## src/rtl/cor_pkg.sv

```systemverilog
package cor_pkg;
    localparam logic IRQ_IDLE_N = 1'b1;

    typedef struct packed {
        logic pri_n;
        logic sec_n;
    } irq_pair_t;
endpackage

```

## src/rtl/cor_sticky_bank.sv

```systemverilog
module cor_sticky_bank #(
    parameter int          W         = 32,
    parameter logic [W-1:0] HOLD_BITS = '0
) (
    input  logic         clk,
    input  logic         rst_n,
    input  logic [W-1:0] pulse_i,
    input  logic [W-1:0] hold_i,
    input  logic         clear_i,
    output logic [W-1:0] stat_d_o,
    output logic [W-1:0] stat_q_o
);
    typedef struct packed {
        logic [W-1:0] bits;
    } bank_t;

    bank_t        st_d, st_q;
    logic [W-1:0] set_w;

    // per-bit set term; HOLD_BITS picks which bits also take the level input
    for (genvar i = 0; i < W; i++) begin : g_set
        assign set_w[i] = pulse_i[i] | (HOLD_BITS[i] & hold_i[i]);
    end

    always_comb begin
        st_d = st_q;
        if (clear_i) st_d.bits = '0;
        // a set in the clearing cycle wins
        st_d.bits = st_d.bits | set_w;
    end

    always_ff @(posedge clk or negedge rst_n) begin
        if (!rst_n) st_q <= '0;
        else        st_q <= st_d;
    end

    assign stat_d_o = st_d.bits;
    assign stat_q_o = st_q.bits;
endmodule

```

## src/rtl/cor_mask_reg.sv

```systemverilog
module cor_mask_reg #(
    parameter int          W        = 32,
    parameter logic [W-1:0] MASK_RST = '0
) (
    input  logic         clk,
    input  logic         rst_n,
    input  logic         wr_i,
    input  logic [W-1:0] wdata_i,
    output logic [W-1:0] mask_d_o,
    output logic [W-1:0] mask_q_o
);
    typedef struct packed {
        logic [W-1:0] en;
    } mask_t;

    mask_t m_d, m_q;

    always_comb begin
        m_d = m_q;
        if (wr_i) m_d.en = wdata_i;
    end

    always_ff @(posedge clk or negedge rst_n) begin
        if (!rst_n) m_q.en <= MASK_RST;
        else        m_q    <= m_d;
    end

    assign mask_d_o = m_d.en;
    assign mask_q_o = m_q.en;
endmodule

```

## src/rtl/cor_irq_gen.sv

```systemverilog
module cor_irq_gen #(
    parameter int W = 32
) (
    input  logic         clk,
    input  logic         rst_n,
    input  logic [W-1:0] stat_d_i,
    input  logic [W-1:0] mask_d_i,
    input  logic         mode_i,
    output logic         pri_n_o,
    output logic         sec_n_o
);
    import cor_pkg::*;

    irq_pair_t irq_d, irq_q;
    logic      req_w;

    // next-state values so status and mask changes reach the pins with the same edge
    assign req_w = |(stat_d_i & mask_d_i);

    always_comb begin
        irq_d.pri_n = ~req_w;
        irq_d.sec_n = mode_i ? ~req_w : IRQ_IDLE_N;
    end

    always_ff @(posedge clk or negedge rst_n) begin
        if (!rst_n) irq_q <= '{pri_n: IRQ_IDLE_N, sec_n: IRQ_IDLE_N};
        else        irq_q <= irq_d;
    end

    assign pri_n_o = irq_q.pri_n;
    assign sec_n_o = irq_q.sec_n;
endmodule

```

## src/rtl/cor_status_irq.sv

```systemverilog
module cor_status_irq #(
    parameter int          W         = 32,
    parameter logic [W-1:0] HOLD_BITS = 32'hFF00_0000,
    parameter logic [W-1:0] MASK_RST  = '0
) (
    input  logic         clk,
    input  logic         rst_n,
    input  logic [W-1:0] evt_pulse_i,
    input  logic [W-1:0] evt_hold_i,
    input  logic         rd_stb_i,
    output logic [W-1:0] stat_o,
    input  logic         mask_wr_i,
    input  logic [W-1:0] mask_wdata_i,
    input  logic         cfg_mode_i,
    output logic         irq_pri_n_o,
    output logic         irq_sec_n_o
);
    logic [W-1:0] stat_d, stat_q, mask_d, mask_q;

    cor_sticky_bank #(.W(W), .HOLD_BITS(HOLD_BITS)) u_bank (
        .clk      (clk),
        .rst_n    (rst_n),
        .pulse_i  (evt_pulse_i),
        .hold_i   (evt_hold_i),
        .clear_i  (rd_stb_i),
        .stat_d_o (stat_d),
        .stat_q_o (stat_q)
    );

    cor_mask_reg #(.W(W), .MASK_RST(MASK_RST)) u_mask (
        .clk      (clk),
        .rst_n    (rst_n),
        .wr_i     (mask_wr_i),
        .wdata_i  (mask_wdata_i),
        .mask_d_o (mask_d),
        .mask_q_o (mask_q)
    );

    cor_irq_gen #(.W(W)) u_irq (
        .clk      (clk),
        .rst_n    (rst_n),
        .stat_d_i (stat_d),
        .mask_d_i (mask_d),
        .mode_i   (cfg_mode_i),
        .pri_n_o  (irq_pri_n_o),
        .sec_n_o  (irq_sec_n_o)
    );

    assign stat_o = stat_q;
endmodule

```

## config.mk

```make
export PLATFORM = sky130hd
export DESIGN_NAME = cor_status_irq
export DESIGN_NICKNAME = d
export VERILOG_FILES = /design/src/rtl/cor_pkg.sv /design/src/rtl/cor_sticky_bank.sv /design/src/rtl/cor_mask_reg.sv /design/src/rtl/cor_irq_gen.sv /design/src/rtl/cor_status_irq.sv
export SDC_FILE = /design/constraint.sdc
export NUM_CORES = 1
export LEC_CHECK = 0
export BUFFER_PORTS_ARGS = -buffer_cell sky130_fd_sc_hd__buf_2
export CORE_MARGIN = 2
export CORE_UTILIZATION = 45
export DETAILED_ROUTE_END_ITERATION = 16
export GPL_TIMING_DRIVEN = 0
export MAX_ROUTING_LAYER = met4
export PLACE_DENSITY = 0.79
export SETUP_SLACK_MARGIN = 0.05
export SLEW_MARGIN = 30
export SYNTH_ARGS = -nofsm -noshare
export SYNTH_HDL_FRONTEND = slang
export SYNTH_SLANG_ARGS = --single-unit
export TNS_END_PERCENT = 5
```

## constraint.sdc

```tcl
create_clock -name clk -period 2.5 [get_ports clk]
set_input_delay 0 -clock clk [delete_from_list [all_inputs] [get_ports clk]]
set_output_delay 0 -clock clk [all_outputs]
set_load 0.03 [all_outputs]
```

# Yosys cells after proc, flatten, opt, wreduce, memory -nomap -nowiden
# Index checks and enable logic that the tools add are counted.
totals:
  regBits: 66
  input_bits: 101
  wordCells: 19
  output_inout_bits: 34
op_classes:
  reduce_logical: 1
  n_bitwise: 11
  n_mux: 3
ops:
  columns: ["cell", "count"]
  rows:
  - ["two-way mux 32 bit", 2]
  - ["bitwise AND 32 bit", 1]
  - ["bitwise OR 32 bit", 1]
  - ["OR reduction 32 bit", 1]
  - ["bitwise OR 1 bit", 8]
  - ["two-way mux 1 bit", 1]
  - ["inverter 1 bit", 1]

# Depth between registers and ports, before layout
# Gate-level depths: netlist (run 1).
depth:
  ltp_word: 6
  depth_mapped: 8
  depth_no_buf: 5

# By module
# A second synthesis (run 1) with hierarchy kept.
unflattened:
  hier_cells: 159
  hier_area_um2: 2660.1
modules_own_cells:
  columns: ["module", "cells_each", "instances", "area_per_inst_um2", "seq_area_each_um2"]
  rows:
  - ["cor_mask_reg", 68, 1, 1345.0, 800.8]
  - ["cor_sticky_bank", 68, 1, 1076.0, 800.8]
  - ["cor_irq_gen", 23, 1, 239.0, 52.6]

# Least setup slack after synthesis (run 1)
# No wires, ideal clock.
synth_path:
  kind: "reg-to-reg"
  from: "register u_bank.st_q, in the netlist u_bank.stat_q_o[30]"
  to: "register u_irq.irq_q, in the netlist u_irq.sec_n_o"
  stages_incl_launch_ff: 5
  setup_time_ps: 97
  n_path_buf: 0
  required_ps: 2403
  slack_ps: 531
  arrival_time_ps: 1872
  synth_period_minus_slack_ps: 1969
  cell_sequence: "dfrtp_1 -> a211o_1 -> a2111o_1 -> or4_4 -> o41ai_2"
synth_lines:
  columns: ["element", "line_no", "rtl"]
  rows:
  - ["from (decl)", "cor_sticky_bank.sv:17", "bank_t st_d, st_q;"]
  - ["from (signal assigned)", "cor_sticky_bank.sv:34", "else st_q <= st_d;"]
  - ["to (signal assigned)", "cor_irq_gen.sv:26", "if (!rst_n) irq_q <= '{pri_n: IRQ_IDLE_N, sec_n: IRQ_IDLE_N};"]
  - ["to (signal assigned)", "cor_irq_gen.sv:27", "else irq_q <= irq_d;"]
  - ["to (decl)", "cor_irq_gen.sv:14", "irq_pair_t irq_d, irq_q;"]

==> results of run 1 <==
cells by family after synthesis:
kind of cell / after synthesis
flip-flops: 66
AO/OA/AOI/OAI: 41
buffers and inverters: 15
multiplexers: 32
AND/OR/NAND/NOR: 45
state kept, by name, indices dropped and copies added (netlist names):
signal	cells
u_irq.pri_n_o	1
u_irq.sec_n_o	1
u_bank.stat_q_o	32
u_mask.mask_q_o	32
worst register-to-register path, stage by stage, from the launching register on:
cell	delay, ns
dfrtp_1	0.38
mux2_4	0.28
o21a_1	0.11
a2111o_1	0.40
or4_4	0.51
nor4_1	0.25
metal layers:
layer / GRT usage / vias to the layer above / wire length [um] / part of all wire
li1: - / 1096 / - / -
met3: 0.0478 / 20 / 564 / 0.073
met4: 0.107 / 0 / 159 / 0.021
met1: 0.279 / 1120 / 3050 / 0.40
met2: 0.437 / 109 / 3910 / 0.51
met5: - / - / 0 / 0
timing repair:
item,CTS,global route
hold buffers,77,0
gates resized for setup,0,0
hold endpoints to repair,129,0
final cells by class:
class / instances / area, sq um
fill: 372 / 1480
sequential: 66 / 1650
clock buffer: 10 / 138
tap: 75 / 93.8
inverter: 9 / 33.8
multi-input combinational: 118 / 951
timing repair buffer: 187 / 1340
buffer: 6 / 51.3
clock inverter: 6 / 114
cell usage in the layout (no fill, tap or decap), types with 4 or more instances in the layout:
cell / count
mux2_2: 19
nor2b_1: 8
clkbuf_8: 10
or2_2: 14
and2b_1: 5
inv_1: 8
dfrtp_1: 64
buf_2: 110
mux2_1: 4
a21o_1: 10
mux2i_1: 7
o21ai_0: 8
dlygate4sd3_1: 77
per-stage QoR:
step                 util  instances  power [mW]  worst slack (ns)  hold WS (ns)
finish              0.748        477        2.79             0.461         0.106
global route        0.748        477        2.91             0.413         0.128
CTS                 0.748        477        2.80             0.459        0.0952
detailed placement  0.573        384        1.59             0.486       -0.0595
global placement    0.569        383        1.57             0.538         0.160
floorplan               -        199        1.43             0.531        -0.296
worst paths after layout:
kind / from / end / slack [ns] / cells past startpoint
setup / recovery: u_mask.mask_q_o[22] / u_irq.pri_n_o / 0.46 / 5
hold / removal: rst_n / u_bank.stat_q_o[2] / 0.11 / 2
setup reg to reg: u_mask.mask_q_o[22] / u_irq.pri_n_o / 0.46 / 5
hold reg to reg: u_mask.mask_q_o[30] / u_mask.mask_q_o[30] / 0.49 / 2
max in group asynchronous: rst_n / u_irq.pri_n_o / 1.81 / 3
min in group clk: evt_pulse_i[24] / u_irq.pri_n_o / 0.11 / 5
power by group through the flow:
stage          clock [mW]  combinational [mW]  sequential, mW
2_1_floorplan           0               0.165            1.26
3_3_place_gp            0               0.379            1.20
3_5_place_dp            0               0.393            1.20
4_1_cts              1.13               0.490            1.18
5_1_grt              1.18               0.540            1.19
6_report             1.11               0.498            1.18
Yosys cell counts:
cell,count
or4_4,1
o31ai_1,1
nand2_1,3
buf_2,2
a211o_1,3
a221o_1,2
nor2_1,3
o21ai_0,8
buf_4,1
mux2_4,2
nor2b_1,8
and2_1,1
inv_2,1
a2111o_1,3
a22o_1,2
or2_2,14
nor4_1,1
a2bb2o_1,1
mux2i_1,7
and2b_4,2
buf_6,3
o21a_1,3
mux2_1,4
a21o_1,10
nand4_1,3
o21ai_1,3
mux2_2,19
inv_1,8
a211oi_1,1
a21oi_1,3
dfrtp_1,64
o41ai_2,1
nand2b_1,3
or3_1,1
dfstp_2,2
and2b_1,5
==> summary.txt, run 1 <==
Run status
  – Status: finished, final reports clean

Pwr
  – P_leak: about 2.0 nW
  – Sequential Power Share: 0.424
  – Int Pwr: between 2 and 2.5 mW
  – Clock Power Share: 0.398
  – Sw Share: 0.249
  – Peak supply drop: approximately 400 uV
  – Combinational share of power: 0.178
  – P_sw: between 0.6 and 0.7 mW
  – PD cells: around 640 nW/um^2

Synth
  – Syn Inst Count: approximately 200
  – Combinational family with the most area after synthesis: multiplexers
  – YS warnings: 0
  – Syn_nets: 300
  – Mapped cell area: approximately 2700 sq um
  – Xor/xnor cell area share of the yosys netlist: 0
  – Number of synthesized register bits: 66
  – Yosys top cell area share: 0.595
  – Simple-gate share of the synthesized area: 0.106
  – Yosys top cell by area: dfrtp_1
  – Adder-cell area share of the yosys netlist: 0
  – Post-synthesis mux area share: 0.133
  – Largest cells by area after synthesis: dfrtp_1, mux2_2, or2_2
  – Seq/Total Area, Yosys: 0.615
  – Synth Area in Compound Gates: 0.114
  – Syn_area_per_cell: ~14 sq um
  – Distinct cells, synth: 36

Timing
  – Skew final: 0.00592 ns
  – RSZ-0062 raised after global routing: no
  – Setup TNS: 0 ns
  – Final setup vio count: 0
  – Final Hold Viols: 0
  – Post-route minimum period: around 2.0 ns
  – Worst slew pin tran: 0.358 ns
  – Relative slew slack: 0.761
  – Final Cycle Share: 0.816
  – Final Slew Violations: 0
  – FMAX: roughly 0.5 GHz

Setup path
  – Crit path DAT: approximately 2.3 ns
  – Top Family by Delay on Critical Path: simple AND/OR/NAND/NOR gates
  – Crit Path Category: register to register
  – Startpoint types: register
  – Worst path slowest cell: or4_4
  – CP max stage delay: 0.51 ns
  – Buffers & Inverters on Critical Path: 0
  – CP Max Fanout: 2
  – Crit path required time: between 2 and 3 ns
  – Critical Path Sink Type: register
  – Worst path cell trace: mux2_4 > o21a_1 > a2111o_1 > or4_4 > nor4_1

Floorplan
  – Die width: 81.3 um
  – Std-Cell Rows: 28
  – Core area: ~5900 sq um
  – Die Span Y: between 80 and 90 um
  – Num ports: around 140
  – Effective utilization at floorplan: 0.460
  – Total die area: between 6000 and 7000 sq um

Placed design
  – Buffers on Ports: around 110
  – DP Wirelength: approximately 4.5 mm
  – Post-placement cell area: 3350 sq um
  – Placer congestion estimate: between 0.6 and 0.7

Routing
  – Router iterations before antenna repair: 4
  – Wirelength per Cell: between 15 and 20 um
  – WL final: approximately 7.7 mm
  – Routed via count: between 2000 and 2500
  – # DRC: 0
  – Vias/cell: about 5
  – Drt initial violations: ~140
  – DRT antenna net count: 0

CTS
  – Deepest clock path buffer count: 2
  – Setup Buffers After CTS: 0
  – H-Tree Level Count: 3
  – Clk_lat worst skew: ~0.33 ns
  – CTS Buf Count: 9
  – CTS Sinks: 66
  – CTS clk-pin slew, worst paths: around 0.08 ns
  – CTS tree: done
  – Clock root buffer: clkbuf_8

Global route
  – Number of global-route vias before repair: around 2600
  – First-pass GRT wire length: around 12 mm
  – Total GRT Usage: 0.250
  – Gr ovfl total: 0
  – Initial antenna violation count: 0
  – Largest net degree at the start of global routing: just over 40

Layout
  – Fin nets: between 400 and 500
  – Layout cells sized above 1: 0.433
  – Area delta synth->final: 62.6%
  – Ant diodes: 0
  – Cell area after layout: 4370 sq um

Flow run
  – Max Cap Viol: 0

Hold path
  – Hold crit path type: input port to async pin
(Power assumes the default switching activity.)
==> run 2, diff against run 1 <==
clock period = 1.9 ns   (was 2.5 ns; I/O delays follow)
==> summary.txt, run 2 (synthesized netlist as in run 1, its figures left out) <==
Routing
  – Routed via count: approximately 2300
  – WL final: roughly 8 mm
  – Vias/cell: just under 5
  – Wirelength per Cell: around 17 um
  – Router iterations before antenna repair: 4
  – DRT antenna net count: 0
  – # DRC: 0
  – Drt initial violations: 93

Pwr
  – Int Pwr: around 2.7 mW
  – PD cells: about 820 nW/um^2
  – Clock Power Share: 0.381
  – Sw Share: 0.248
  – Peak supply drop: 671 uV
  – Combinational share of power: 0.184
  – Sequential Power Share: 0.435
  – PnR Total Power: around 3.6 mW
  – P_leak: roughly 2 nW
  – P_sw: between 0.8 and 0.9 mW

Timing
  – Skew final: 0.00348 ns
  – Setup TNS: -0.129 ns
  – Final Cycle Share: 1.05
  – Final Slew Violations: 0
  – FMAX: between 0.4 and 0.5 GHz
  – Worst slew pin tran: between 0.4 and 0.5 ns
  – Post-route minimum period: ~2.0 ns
  – Final Hold Viols: 0
  – Final setup vio count: 2
  – Final WS setup: -0.101 ns
  – Relative slew slack: 0.714
  – RSZ-0062 raised after global routing: yes

Floorplan
  – Die width: 81.3 um
  – Std-Cell Rows: 28
  – Die Span Y: 81.3 um
  – Num ports: 135
  – Total die area: around 6600 sq um
  – Effective utilization at floorplan: 0.460
  – Core area: approximately 5900 sq um

Layout
  – Commonest non-fill, non-tap cell in the layout: buf_2
  – Area delta synth->final: 61.7%
  – Ant diodes: 0
  – Layout cells sized above 1: 0.443
  – Fin nets: 496
  – Filler cell count in the final layout: between 300 and 400
  – Most frequent cells in the layout: buf_2, dlygate4sd3_1, dfrtp_1, mux2_2, or2_2
  – Multi-input logic area: between 900 and 1000 sq um
  – FF+latch area: between 1500 and 2000 sq um

CTS
  – H-Tree Level Count: 3
  – Clk_lat worst skew: approximately 0.34 ns
  – Clock root buffer: clkbuf_8
  – Deepest clock path buffer count: 2
  – CTS Buf Count: 9
  – CTS clk-pin slew, worst paths: about 0.070 ns
  – CTS tree: done
  – CTS Sinks: 66

Setup path
  – RR Endpoint: u_irq.sec_n_o
  – Crit path from: u_mask.mask_q_o[22]
  – Startpoint types: register
  – Worst path cell trace: mux2_4 > o21a_1 > a2111o_1 > or4_4 > o41ai_2
  – Worst path slowest cell: or4_4
  – Crit Path Category: register to register
  – Crit Reg-Reg Startpoint: u_mask.mask_q_o[22]
  – Crit path DAT: 2.24 ns
  – Crit path required time: between 2 and 2.5 ns
  – CP max stage delay: 0.53 ns
  – Buffers & Inverters on Critical Path: 0
  – Critical Path Sink Type: register
  – R2r worst-path depth: 5
  – CP Max Fanout: 2
  – Reg-to-reg slack, setup: -0.10 ns
  – Top Family by Delay on Critical Path: compound AO/OA/AOI/OAI gates

Global route
  – Total GRT Usage: 0.268
  – Initial antenna violation count: 0
  – Largest net degree at the start of global routing: 35
  – First-pass GRT wire length: between 10 and 15 mm
  – Number of global-route vias before repair: between 2000 and 3000
  – Gr ovfl total: 0

Flow run
  – Max Cap Viol: 0

Hold path
  – Hold Path End: u_bank.stat_q_o[29]
  – Hold crit path type: input port to register
  – Hold Startpoint: rd_stb_i
  – Hold Path Depth: 3

Placed design
  – Placer congestion estimate: between 0.6 and 0.7
  – DP Wirelength: around 4.6 mm
  – Buffers on Ports: roughly 110

Run status
  – Failing checks: negative setup slack
  – Status: finished, violations left
run 2: final cells by class:
| cell class | count | area share |
|---|---|---|
| Buffer | 6 | 0.0118 |
| Clock inverter | 4 | 0.0167 |
| Timing Repair Buffer | 185 | 0.303 |
| Tap cell | 75 | 0.0216 |
| Clock buffer | 12 | 0.0380 |
| Inverter | 9 | 0.00777 |
| Multi-Input combinational cell | 118 | 0.220 |
| Sequential cell | 66 | 0.381 |
run 2: power by group through the flow:
| stage | Combinational (mW) | Sequential, mW | Clock (mW) |
|---|---|---|---|
| 2_1_floorplan | 0.217 | 1.66 | 0 |
| 6_report | 0.661 | 1.56 | 1.36 |
| 4_1_cts | 0.645 | 1.55 | 1.39 |
| 3_3_place_gp | 0.499 | 1.57 | 0 |
| 3_5_place_dp | 0.519 | 1.58 | 0 |
| 5_1_grt | 0.713 | 1.57 | 1.46 |
run 2: worst max-delay path by stage:
stage | end | depth (start not counted)
6_report | u_irq.sec_n_o | 5
5_1_grt | u_irq.sec_n_o | 5
4_1_cts | u_irq.sec_n_o | 5
3_5_place_dp | u_irq.pri_n_o | 5
3_3_place_gp | u_irq.sec_n_o | 5
2_1_floorplan | u_irq.sec_n_o | 5
run 2: repair_timing:
action                                  in CTS  in global routing
endpoints found under the hold margin      129                  0
endpoints found under the setup margin       2                  2
buffers inserted                             0                  0
gates resized for setup                      1                  0
hold buffers                                75                  0
run 2: layer usage:
metal	GRT usage	vias up	wire, um
met1	0.292	1134	3190
met3	0.0767	19	526
met2	0.461	103	4240
met4	0.107	0	188
met5	-	-	0
li1	-	1092	-
run 2: through the flow:
step | instances | hold WS (ns) | instance area [sq um] | util | setup WS (ns)
after floorplan | 199 | -0.296 | 2690 | - | -0.0251
after global placement | 383 | 0.159 | 3330 | 0.570 | -0.0585
after detailed placement | 384 | -0.0232 | 3350 | 0.573 | -0.0958
after CTS | 475 | 0.0653 | 4350 | 0.743 | -0.115
after global routing | 475 | 0.125 | 4350 | 0.743 | -0.137
final | 475 | 0.104 | 4350 | 0.743 | -0.101
run 2: worst min-delay path: cells and delay by family:
family                 cells  cell delay (ns)
buffers and inverters      1             0.16
AND/OR/NAND/NOR            2             0.25
==> run 3, diff against run 2 <==
SETUP_SLACK_MARGIN = 0.1   (was 0.05)
==> summary.txt, run 3 (synthesized netlist as in run 1, its figures left out) <==
CTS
  – CTS tree: done
  – Clock root buffer: clkbuf_8
  – CTS clk-pin slew, worst paths: roughly 0.070 ns
  – CTS Sinks: 66
  – CTS Buf Count: 9
  – Deepest clock path buffer count: 2
  – H-Tree Level Count: 3
  – Clk_lat worst skew: 0.34 ns

Timing
  – FMAX: 0.499 GHz
  – Final Cycle Share: 1.06
  – RSZ-0062 raised after global routing: yes
  – Setup TNS: -0.144 ns
  – Final Hold Viols: 0
  – Post-route minimum period: about 2 ns
  – Relative slew slack: 0.710
  – Skew final: 0.00371 ns
  – Final WS setup: -0.105 ns
  – Final setup vio count: 2
  – Final Slew Violations: 0
  – Worst slew pin tran: 0.435 ns

Floorplan
  – Num ports: about 140
  – Die Span Y: 81.3 um
  – Total die area: 6610 sq um
  – Die width: between 80 and 90 um
  – Std-Cell Rows: 28
  – Effective utilization at floorplan: 0.460
  – Core area: about 5900 sq um

Run status
  – Failing checks: negative setup slack
  – Status: finished, violations left

Flow run
  – Max Cap Viol: 0

Routing
  – Top Layer Used: met4
  – DRT met1 WL: ~3.2 mm
  – # DRC: 0
  – Vias/cell: approximately 4.9
  – DRT antenna net count: 0
  – Routed via count: between 2000 and 2500
  – Drt initial violations: roughly 120
  – Met2 WL: approximately 4.2 mm
  – Routed wl met3: around 500 um
  – Router iterations before antenna repair: 4
  – WL final: approximately 8 mm
  – Wirelength per Cell: around 17 um

Placed design
  – Place WS: -0.0958 ns
  – DP Wirelength: around 4.6 mm
  – Placed cells: 384
  – Placer congestion estimate: 0.694
  – Buffers on Ports: 109

Pwr
  – Peak supply drop: 669 uV
  – PnR Total Power: 3.59 mW
  – P_leak: 2.03 nW
  – PD cells: slightly above 800 nW/um^2

Layout
  – Fin nets: 494
  – Area delta synth->final: 60.9%
  – Commonest non-fill, non-tap cell in the layout: buf_2
  – Most frequent cells in the layout: buf_2, dlygate4sd3_1, dfrtp_1, mux2_2, or2_2
  – Final core utilization: 0.740
  – Fin cells: 473
  – Layout cells sized above 1: 0.445
  – Ant diodes: 0

Global route
  – Total GRT Usage: 0.266
  – First-pass GRT wire length: roughly 12 mm
  – Gr ovfl total: 0
  – Initial antenna violation count: 0
  – Largest net degree at the start of global routing: 35
  – Number of global-route vias before repair: around 2600

Setup path
  – Crit path DAT: 2.25 ns
  – Crit path required time: 2.15 ns
  – Crit Path Category: register to register
  – Startpoint types: register
  – Critical Path Sink Type: register
  – CP Max Fanout: 2

Hold path
  – Hold crit path type: input port to register
-- run 3: cell count changes in the layout (fill, tap and decap cells not counted) --
cell and change:
dlygate4sd3_1 -2
-- run 3: metrics by stage --
step           hold WS, ns  cell area, sq um
2_1_floorplan       -0.296              2690
3_3_place_gp         0.159              3330
3_5_place_dp       -0.0232              3350
4_1_cts             0.0653              4330
5_1_grt              0.123              4330
6_report            0.0986              4330
-- run 3: where the power goes --
part / switching, mW / total (mW) / internal [mW]
logic: 0.326 / 0.657 / 0.331
registers: 0.0422 / 1.56 / 1.52
clock network: 0.526 / 1.37 / 0.844
total: 0.894 / 3.59 / 2.69
-- run 3: worst max-delay path, cell delays in order (launching register included) --
cell and delay [ns]:
dfrtp_2 0.41, and2b_1 0.17, o21a_1 0.17, a2111o_1 0.41, or4_4 0.53, o41ai_2 0.22
-- run 3: timing repair --
item                                    4_1_cts  5_1_grt
gates cloned                                  0        0
endpoints found under the setup margin        2        2
hold buffers                                 73        0
resized for setup                             1        0
endpoints found under the hold margin       129        0
setup buffers                                 0        0
-- run 3: final cells by class --
cell class | count | area (sq um)
Clock inverter | 4 | 72.6
Clock buffer | 12 | 165
Tap cell | 75 | 93.8
Timing Repair Buffer | 183 | 1300
Buffer | 6 | 51.3
Fill cell | 391 | 1520
Inverter | 9 | 33.8
Multi-Input combinational cell | 118 | 957
Sequential cell | 66 | 1660
-- run 3: routing by layer --
| layer | vias to the layer above | GRT usage |
|---|---|---|
| li1 | 1091 | - |
| met1 | 1141 | 0.293 |
| met2 | 91 | 0.464 |
| met3 | 13 | 0.0744 |
| met4 | 0 | 0.0847 |
| met5 | - | - |
-- run 3: path summary, 6_finish.rpt --
path / start / depth (start not counted) / slack, ns / end
max in group asynchronous: rst_n / 3 / 1.16 / u_irq.pri_n_o
hold / removal: rd_stb_i / 3 / 0.1 / u_bank.stat_q_o[29]
hold reg to reg: u_mask.mask_q_o[1] / 1 / 0.48 / u_mask.mask_q_o[1]
setup reg to reg: u_bank.stat_q_o[22] / 5 / -0.11 / u_irq.sec_n_o
setup / recovery: u_bank.stat_q_o[22] / 5 / -0.11 / u_irq.sec_n_o
min in group asynchronous: rst_n / 2 / 0.16 / u_bank.stat_q_o[10]
